==> src/rtl/rxf_pkg.sv <==
// Shared types and the CRC step for the receive address filter.
// Assumes bytes are fed least significant bit first.
package rxf_pkg;

    localparam logic [31:0] CRC_SEED = 32'hFFFF_FFFF;
    localparam logic [31:0] CRC_POLY = 32'h04C1_1DB7;

    typedef enum logic [2:0] {
        SRC_NONE  = 3'd0,
        SRC_EXACT = 3'd1,
        SRC_HASH  = 3'd2,
        SRC_BCAST = 3'd3,
        SRC_OPEN  = 3'd4
    } match_src_e;

    // Advance a CRC-32 register by one byte, LSB first.
    function automatic logic [31:0] crc_byte(input logic [31:0] cur, input logic [7:0] dat);
        logic [31:0] r;
        logic        fb;
        r = cur;
        for (int k = 0; k < 8; k++) begin
            fb = r[31] ^ dat[k];
            r  = {r[30:0], 1'b0};
            if (fb) r = r ^ CRC_POLY;
        end
        return r;
    endfunction

endpackage

==> src/rtl/rxf_addr_capture.sv <==
// Collects the destination address bytes and computes the hash CRC
// byte-serially. A start strobe restarts collection; bytes after the
// last one are ignored until the next start. done_q pulses for one
// cycle once the address is complete.
module rxf_addr_capture #(
    parameter int BYTES = 6,
    parameter int IDX_W = 9,
    localparam int AW    = 8 * BYTES,
    localparam int CNT_W = $clog2(BYTES + 1)
) (
    input  logic             clk,
    input  logic             rst_n,
    input  logic             byte_vld,
    input  logic             byte_sof,
    input  logic [7:0]       byte_dat,
    output logic [AW-1:0]    addr_q,
    output logic [IDX_W-1:0] hash_idx,
    output logic             done_q
);
    import rxf_pkg::*;

    logic [CNT_W-1:0] cnt_q;
    logic [31:0]      crc_q;

    // Byte counter, address shift register and running CRC.
    always_ff @(posedge clk) begin
        if (!rst_n) begin
            cnt_q  <= '0;
            addr_q <= '0;
            crc_q  <= CRC_SEED;
            done_q <= 1'b0;
        end else begin
            done_q <= 1'b0;
            if (byte_vld && byte_sof) begin
                cnt_q  <= CNT_W'(1);
                addr_q <= {{(AW-8){1'b0}}, byte_dat};
                crc_q  <= crc_byte(CRC_SEED, byte_dat);
            end else if (byte_vld && cnt_q != '0 && cnt_q < CNT_W'(BYTES)) begin
                cnt_q  <= cnt_q + CNT_W'(1);
                addr_q <= {addr_q[AW-9:0], byte_dat};
                crc_q  <= crc_byte(crc_q, byte_dat);
                if (cnt_q == CNT_W'(BYTES - 1)) done_q <= 1'b1;
            end
        end
    end

    // Hash index is taken from the top CRC bits.
    assign hash_idx = crc_q[31 -: IDX_W];


    single_done_chk: assert property (@(posedge clk) disable iff (!rst_n)
        done_q |=> !done_q);


    cnt_range_chk: assert property (@(posedge clk) disable iff (!rst_n)
        cnt_q <= CNT_W'(BYTES));

endmodule

==> src/rtl/rxf_exact_table.sv <==
// Exact-match slots, each written as 16-bit words (word 0 = last
// halfword). A slot that is all zero is treated as empty.
module rxf_exact_table #(
    parameter int SLOTS  = 16,
    parameter int WORD_W = 16,
    parameter int WORDS  = 3,
    localparam int SLOT_W = $clog2(SLOTS),
    localparam int KEY_W  = WORD_W * WORDS
) (
    input  logic              clk,
    input  logic              rst_n,
    input  logic              wr_en,
    input  logic [SLOT_W-1:0] wr_slot,
    input  logic [1:0]        wr_word,
    input  logic [WORD_W-1:0] wr_data,
    input  logic [KEY_W-1:0]  key,
    output logic              hit
);
    logic [SLOTS-1:0] hits;

    for (genvar s = 0; s < SLOTS; s++) begin : g_slot
        logic [WORD_W-1:0] words [WORDS];
        logic [KEY_W-1:0]  flat;

        // Load one word of this slot.
        always_ff @(posedge clk) begin
            if (!rst_n) begin
                for (int w = 0; w < WORDS; w++) words[w] <= '0;
            end else if (wr_en && wr_slot == SLOT_W'(s) && 32'(wr_word) < WORDS) begin
                words[wr_word] <= wr_data;
            end
        end

        // Assemble the slot and compare it with the key.
        always_comb begin
            for (int w = 0; w < WORDS; w++) flat[w*WORD_W +: WORD_W] = words[w];
            hits[s] = (flat == key) && (flat != '0);
        end
    end

    assign hit = |hits;


    zero_key_chk: assert property (@(posedge clk) disable iff (!rst_n)
        hit |-> (key != '0));

endmodule

==> src/rtl/rxf_hash_table.sv <==
// Multicast hash table stored as 16-bit words. The upper index bits
// pick the word and the lower bits pick the bit.
module rxf_hash_table #(
    parameter int IDX_W  = 9,
    parameter int WORD_W = 16,
    localparam int BIT_W  = $clog2(WORD_W),
    localparam int NWORDS = (1 << IDX_W) / WORD_W,
    localparam int WSEL_W = IDX_W - BIT_W
) (
    input  logic              clk,
    input  logic              rst_n,
    input  logic              wr_en,
    input  logic [WSEL_W-1:0] wr_word,
    input  logic [WORD_W-1:0] wr_data,
    input  logic [IDX_W-1:0]  rd_idx,
    output logic              rd_bit
);
    logic [WORD_W-1:0] tbl [NWORDS];

    // Replace one table word.
    always_ff @(posedge clk) begin
        if (!rst_n) begin
            for (int w = 0; w < NWORDS; w++) tbl[w] <= '0;
        end else if (wr_en) begin
            tbl[wr_word] <= wr_data;
        end
    end

    // Select the addressed bit.
    assign rd_bit = tbl[rd_idx[IDX_W-1:BIT_W]][rd_idx[BIT_W-1:0]];


    cleared_word_chk: assert property (@(posedge clk) disable iff (!rst_n)
        (wr_en && wr_data == '0 && rd_idx[IDX_W-1:BIT_W] == wr_word && $stable(rd_idx))
        |=> !rd_bit);

endmodule

==> src/rtl/rx_addr_filter.sv <==
// Receive address filter top. It decodes register writes into the
// exact table, the hash table and the mode bits, then registers an
// accept decision one edge after the address is complete.
// Assumes all writes finish before the address they should affect.
module rx_addr_filter #(
    parameter int EXACT_SLOTS = 16,
    parameter int HASH_IDX_W  = 9,
    localparam int WORD_W  = 16,
    localparam int SLOT_W  = $clog2(EXACT_SLOTS),
    localparam int HWSEL_W = HASH_IDX_W - $clog2(WORD_W),
    localparam int CFG_AW  = SLOT_W + 3
) (
    input  logic              clk,
    input  logic              rst_n,
    input  logic              cfg_we,
    input  logic [CFG_AW-1:0] cfg_addr,
    input  logic [WORD_W-1:0] cfg_wdata,
    input  logic              da_valid,
    input  logic              da_sof,
    input  logic [7:0]        da_byte,
    output logic              dec_valid,
    output logic              dec_accept,
    output logic [2:0]        dec_source
);
    import rxf_pkg::*;

    localparam int ADDR_BYTES = 6;
    localparam int AW         = 8 * ADDR_BYTES;

    logic [AW-1:0]         cap_addr;
    logic [HASH_IDX_W-1:0] cap_idx;
    logic                  cap_done;
    logic                  we_exact, we_hash, we_mode;
    logic                  exact_hit, hash_bit;
    logic [2:0]            mode_q;
    logic                  m_promisc, m_allmc, m_bcast;
    logic                  is_bcast, is_mcast;
    match_src_e            src_d;

    // Region decode of the write address.
    always_comb begin
        we_exact = cfg_we && !cfg_addr[CFG_AW-1];
        we_hash  = cfg_we && cfg_addr[CFG_AW-1 -: 2] == 2'b10;
        we_mode  = cfg_we && cfg_addr == {2'b11, {(CFG_AW-2){1'b0}}};
    end

    rxf_addr_capture #(.BYTES(ADDR_BYTES), .IDX_W(HASH_IDX_W)) i_capture (
        .clk      (clk),
        .rst_n    (rst_n),
        .byte_vld (da_valid),
        .byte_sof (da_sof),
        .byte_dat (da_byte),
        .addr_q   (cap_addr),
        .hash_idx (cap_idx),
        .done_q   (cap_done)
    );

    rxf_exact_table #(.SLOTS(EXACT_SLOTS), .WORD_W(WORD_W), .WORDS(AW / WORD_W)) i_exact (
        .clk     (clk),
        .rst_n   (rst_n),
        .wr_en   (we_exact),
        .wr_slot (cfg_addr[SLOT_W+1:2]),
        .wr_word (cfg_addr[1:0]),
        .wr_data (cfg_wdata),
        .key     (cap_addr),
        .hit     (exact_hit)
    );

    rxf_hash_table #(.IDX_W(HASH_IDX_W), .WORD_W(WORD_W)) i_hash (
        .clk     (clk),
        .rst_n   (rst_n),
        .wr_en   (we_hash),
        .wr_word (cfg_addr[HWSEL_W-1:0]),
        .wr_data (cfg_wdata),
        .rd_idx  (cap_idx),
        .rd_bit  (hash_bit)
    );

    // Mode register: bit 0 promiscuous, bit 1 all-multicast, bit 2 broadcast.
    always_ff @(posedge clk) begin
        if (!rst_n)       mode_q <= '0;
        else if (we_mode) mode_q <= cfg_wdata[2:0];
    end

    assign m_promisc = mode_q[0];
    assign m_allmc   = mode_q[1];
    assign m_bcast   = mode_q[2];
    assign is_bcast  = &cap_addr;
    assign is_mcast  = cap_addr[AW-8];

    // Rule priority: exact, broadcast, hash, open modes.
    always_comb begin
        src_d = SRC_NONE;
        if (exact_hit) begin
            src_d = SRC_EXACT;
        end else if (is_bcast) begin
            if (m_bcast)        src_d = SRC_BCAST;
            else if (m_promisc) src_d = SRC_OPEN;
        end else if (is_mcast && hash_bit) begin
            src_d = SRC_HASH;
        end else if (m_promisc || (m_allmc && is_mcast)) begin
            src_d = SRC_OPEN;
        end
    end

    // Register the decision for one cycle after address completion.
    always_ff @(posedge clk) begin
        if (!rst_n) begin
            dec_valid  <= 1'b0;
            dec_accept <= 1'b0;
            dec_source <= '0;
        end else if (cap_done) begin
            dec_valid  <= 1'b1;
            dec_accept <= (src_d != SRC_NONE);
            dec_source <= 3'(src_d);
        end else begin
            dec_valid  <= 1'b0;
            dec_accept <= 1'b0;
            dec_source <= '0;
        end
    end


    dec_timing_chk: assert property (@(posedge clk) disable iff (!rst_n)
        dec_valid |-> $past(cap_done));


    idle_quiet_chk: assert property (@(posedge clk) disable iff (!rst_n)
        !dec_valid |-> (dec_source == 3'd0 && !dec_accept));


    promisc_accept_chk: assert property (@(posedge clk) disable iff (!rst_n)
        (dec_valid && $past(m_promisc)) |-> dec_accept);


    exact_source_chk: assert property (@(posedge clk) disable iff (!rst_n)
        (cap_done && exact_hit) |=> (dec_source == 3'd1));

endmodule

==> config.mk <==
export PLATFORM = sky130hd
export DESIGN_NAME = rx_addr_filter
export DESIGN_NICKNAME = d
export VERILOG_FILES = /design/src/rtl/rxf_pkg.sv /design/src/rtl/rxf_addr_capture.sv /design/src/rtl/rxf_exact_table.sv /design/src/rtl/rxf_hash_table.sv /design/src/rtl/rx_addr_filter.sv
export SDC_FILE = /design/constraint.sdc
export NUM_CORES = 2
export LEC_CHECK = 0
export BUFFER_PORTS_ARGS = -buffer_cell sky130_fd_sc_hd__buf_2
export CORE_ASPECT_RATIO = 0.5
export CORE_MARGIN = 3
export CORE_UTILIZATION = 27
export CTS_BUF_LIST = sky130_fd_sc_hd__clkbuf_4 sky130_fd_sc_hd__clkbuf_8 sky130_fd_sc_hd__clkbuf_16
export CTS_CLUSTER_SIZE = 8
export DETAILED_ROUTE_END_ITERATION = 8
export SETUP_SLACK_MARGIN = 0.2
export SLEW_MARGIN = 10
export SYNTH_ARGS = -nofsm -noshare
export SYNTH_HDL_FRONTEND = slang
export SYNTH_SLANG_ARGS = --single-unit
==> constraint.sdc <==
create_clock -name clk -period 3.3 [get_ports clk]
set_clock_uncertainty 0.2 [all_clocks]
set_input_delay 0.33 -clock clk [delete_from_list [all_inputs] [get_ports clk]]
set_output_delay 0.33 -clock clk [all_outputs]
set_load 0.01 [all_outputs]
==> flow_summary.toml <==
[outcome]
run_status = "completed"

[placement]
dpl_worst_slack_ns = -0.171
port-buffer-count = 40
dp_hpwl_um = 152000
gp_congestion = 0.950
placed_cell_area_um2 = 74100

[clock_tree]
tritoncts = "built"
numCtsBuffers = 198
clkTransAtPathRegs_ns = 0.06
number_of_sinks_driven_by_the_clock_tree = 1377
clk_path_buf_depth = 4
cts_root_buf = "sky130_fd_sc_hd__clkbuf_16"
max_h_tree_level = 4
clk_latency_worst_skew_pair_ns = 0.85

[grt]
grt_max_degree = 126
grt_antenna_before_repair = 23
grt_overflow_total = 0
first_global_vias = 45300
global_route.usage.total_pct = 18.3
grt_first_pass_wirelength_um = 344000

[yosys]
synth_top_cell_area_share_pct = 56.6
synth_top_flop_cell = "sky130_fd_sc_hd__edfxtp_1"
synth_fp_nets = 5398
postSynth.asyncResetShare_pct = 0
ys_top_cells_by_area = "sky130_fd_sc_hd__edfxtp_1 57%, sky130_fd_sc_hd__and2_1 12%, sky130_fd_sc_hd__xor2_1 10%"
post_synth_instance_area_um2 = 67900
ys_seq_elements = 1377
synth-edff-count = 1280
synth_top_cells_by_count = "1284 x sky130_fd_sc_hd__and2_1, 1280 x sky130_fd_sc_hd__edfxtp_1, 796 x sky130_fd_sc_hd__xor2_1"
netlist_instances = 5359
synth.lib_cells_used.distinct = 61
synthMostInstantiatedCell = "sky130_fd_sc_hd__and2_1"
synthDominantAreaCellType = "sky130_fd_sc_hd__edfxtp_1"
syn_area_per_cell_um2 = 12.7
synth_sequential_area_ratio_pct = 59.4
synth_warnings = 0

[routing]
remaining_drc_errors = 0
ant_nets = 0
routed_wirelength_um = 245000
detailroute.via_count = 46500
post_drt_wl_per_cell_um = 27.1
drt-vias-per-instance = 5.14
drtPass1Iterations = 5
first_iter_violations = 7135

[timing]
slew_headroom_pct = 14.4
finalSetupViolCount = 0
tightest_slew_ns = 1.28
whs_ns = 0.0449
period_share_pct = 98.9
slew_violations = 0
min_period_ns = 3.26
fmax_ghz = 0.307
finalWorstSetupSlack_ns = 0.0376
hold_viol_final = 0
rsz0062_at_grt = "true"

[floorplan]
floorplan.die.height_um = 361
num_ports = 41
die_area_um2 = 258000
initial_core_util_pct = 27.3
core_um2 = 249000
core.rowCount = 129
die_w_um = 715

[final_layout]
utilization_pct = 32.4
layout-area-overhead-vs-synth_pct = 18.5
n_fill_cell = 24400
final_design_area_no_fill_um2 = 80500
post_route_cells_drive_above_1_share_pct = 16.7
final_net_count = 5649

[setup_path]
cpPeakStageDelay_ns = 0.63
critical_path.startpoint_type = "flop"
worst_path_bufs_invs = 2
worst_path_max_delay_cell = "sky130_fd_sc_hd__nor4_1"
critical_path_peak_fanout = 10
path_delay_family = "simple AND/OR/NAND/NOR gates"
worstSetupPathType = "flop to flop"
crit_top_cell = "sky130_fd_sc_hd__buf_6"
path_cells = "buf_6, nand4_1, nor4_1, nand3_1, nand2_1, a311oi_1, o21a_1, a22oi_2, buf_6, a211oi_1"
crit_required_ns = 3.77
critical_path_endpoint_category = "flop"
cp_data_arrival_time_ns = 3.74

[min_path]
worst_hold_path_type = "input port to flop"

[power_and_ir_drop]
power_leakage_nw = 30.0
pwrdens_nw_per_um2 = 547
power.ir.vdd_worst_mv = 0.414

[job]
max_cap_viols = 0
-- sequential cells by signal, indices dropped and copies added (netlist names), named ones only --
name	cells
dec_accept	1
i_capture.addr_q	48
mode_q	3
i_capture.crc_q	32
dec_source	3
dec_valid	1
i_hash.tbl	512
i_exact.g_slot.words	768
i_capture.done_q	1
i_capture.cnt_q	3
-- logic make-up (layout without fill, tap and decap cells) --
logic type	after synthesis	in the layout	share of synthesized area (%)
AO/OA/AOI/OAI	290	290	2.60
other	0	4	0
multiplexers	177	177	4.64
adder cells (fa/ha/maj)	3	3	0.0553
XOR/XNOR	880	880	11.4
flip-flops	1377	1377	59.4
AND/OR/NAND/NOR	2198	2198	19.0
buffers and inverters	434	768	2.81
-- power breakdown --
group / switching (W) / internal (W) / total, W
logic: 0.00268 / 0.00168 / 0.00436
registers: 0.000670 / 0.0200 / 0.0206
clock network: 0.00748 / 0.0116 / 0.0191
-- repair_timing --
action / 4_1_cts / 5_1_grt
endpoints found under the setup margin: 7 / 7
hold endpoints to repair: 296 / 0
hold buffers: 31 / 0
pin swaps: 6 / 3
buffers inserted: 16 / 2
cloned: 1 / 1
resized for setup: 44 / 13
-- cell type report --
class                           instances  area, µm²  share of cell area (%)
Antenna cell                            4       10.0                  0.0124
Clock buffer                          277       5600                    6.95
Sequential cell                      1377      40400                    50.2
Clock inverter                          6       83.8                   0.104
Timing Repair Buffer                  476       4290                    5.33
Multi-Input combinational cell       3548      25900                    32.1
Inverter                                9       33.8                  0.0419
Tap cell                             3340       4180                    5.19
-- path summary, 6_finish.rpt --
kind                              from                         endpoint  slack (ns)  cells after the start
setup / recovery  i_capture.addr_q[36]                    dec_source[1]        0.04                     10
hold / removal           cfg_wdata[12]  i_exact.g_slot[11].words[1][12]        0.04                      2
setup reg to reg  i_capture.addr_q[36]                    dec_source[1]        0.04                     10
hold reg to reg     i_capture.cnt_q[2]                 i_capture.done_q        0.29                      2
-- metal layers --
metal  vias up  track usage, %  wire [µm]
li1      19600               -          -
met4         2            7.87      12400
met3       671            3.53      25100
met2      2862            28.8     109000
met1     23300            24.7      97600
met5         -               0         17
-- cell usage in the layout, fill, tap and decap left out, drive strengths merged, types with 58 or more instances in the layout --
master,synthesis,routed
mux4,106,106
a21oi,64,64
mux2i,58,58
buf,146,443
and2,1284,1284
xnor2,82,82
xor2,798,798
edfxtp,1280,1280
o21ai,105,105
nor2,113,113
nand4,118,118
dfxtp,97,97
nand2,196,196
clkbuf,279,278
nor4,409,409
-- metrics by stage --
| stage | TNS, ns | std cells | total power, W |
|---|---|---|---|
| detailed placement | -0.506 | 8699 | 0.0251 |
| floorplan | 0 | 5359 | 0.0232 |
| finish | 0 | 9037 | 0.0441 |
| global route | 0 | 9034 | 0.0453 |
| CTS | 0 | 9030 | 0.0442 |
| global placement | -1.04 | 8699 | 0.0251 |
(Power assumes the default switching activity.)
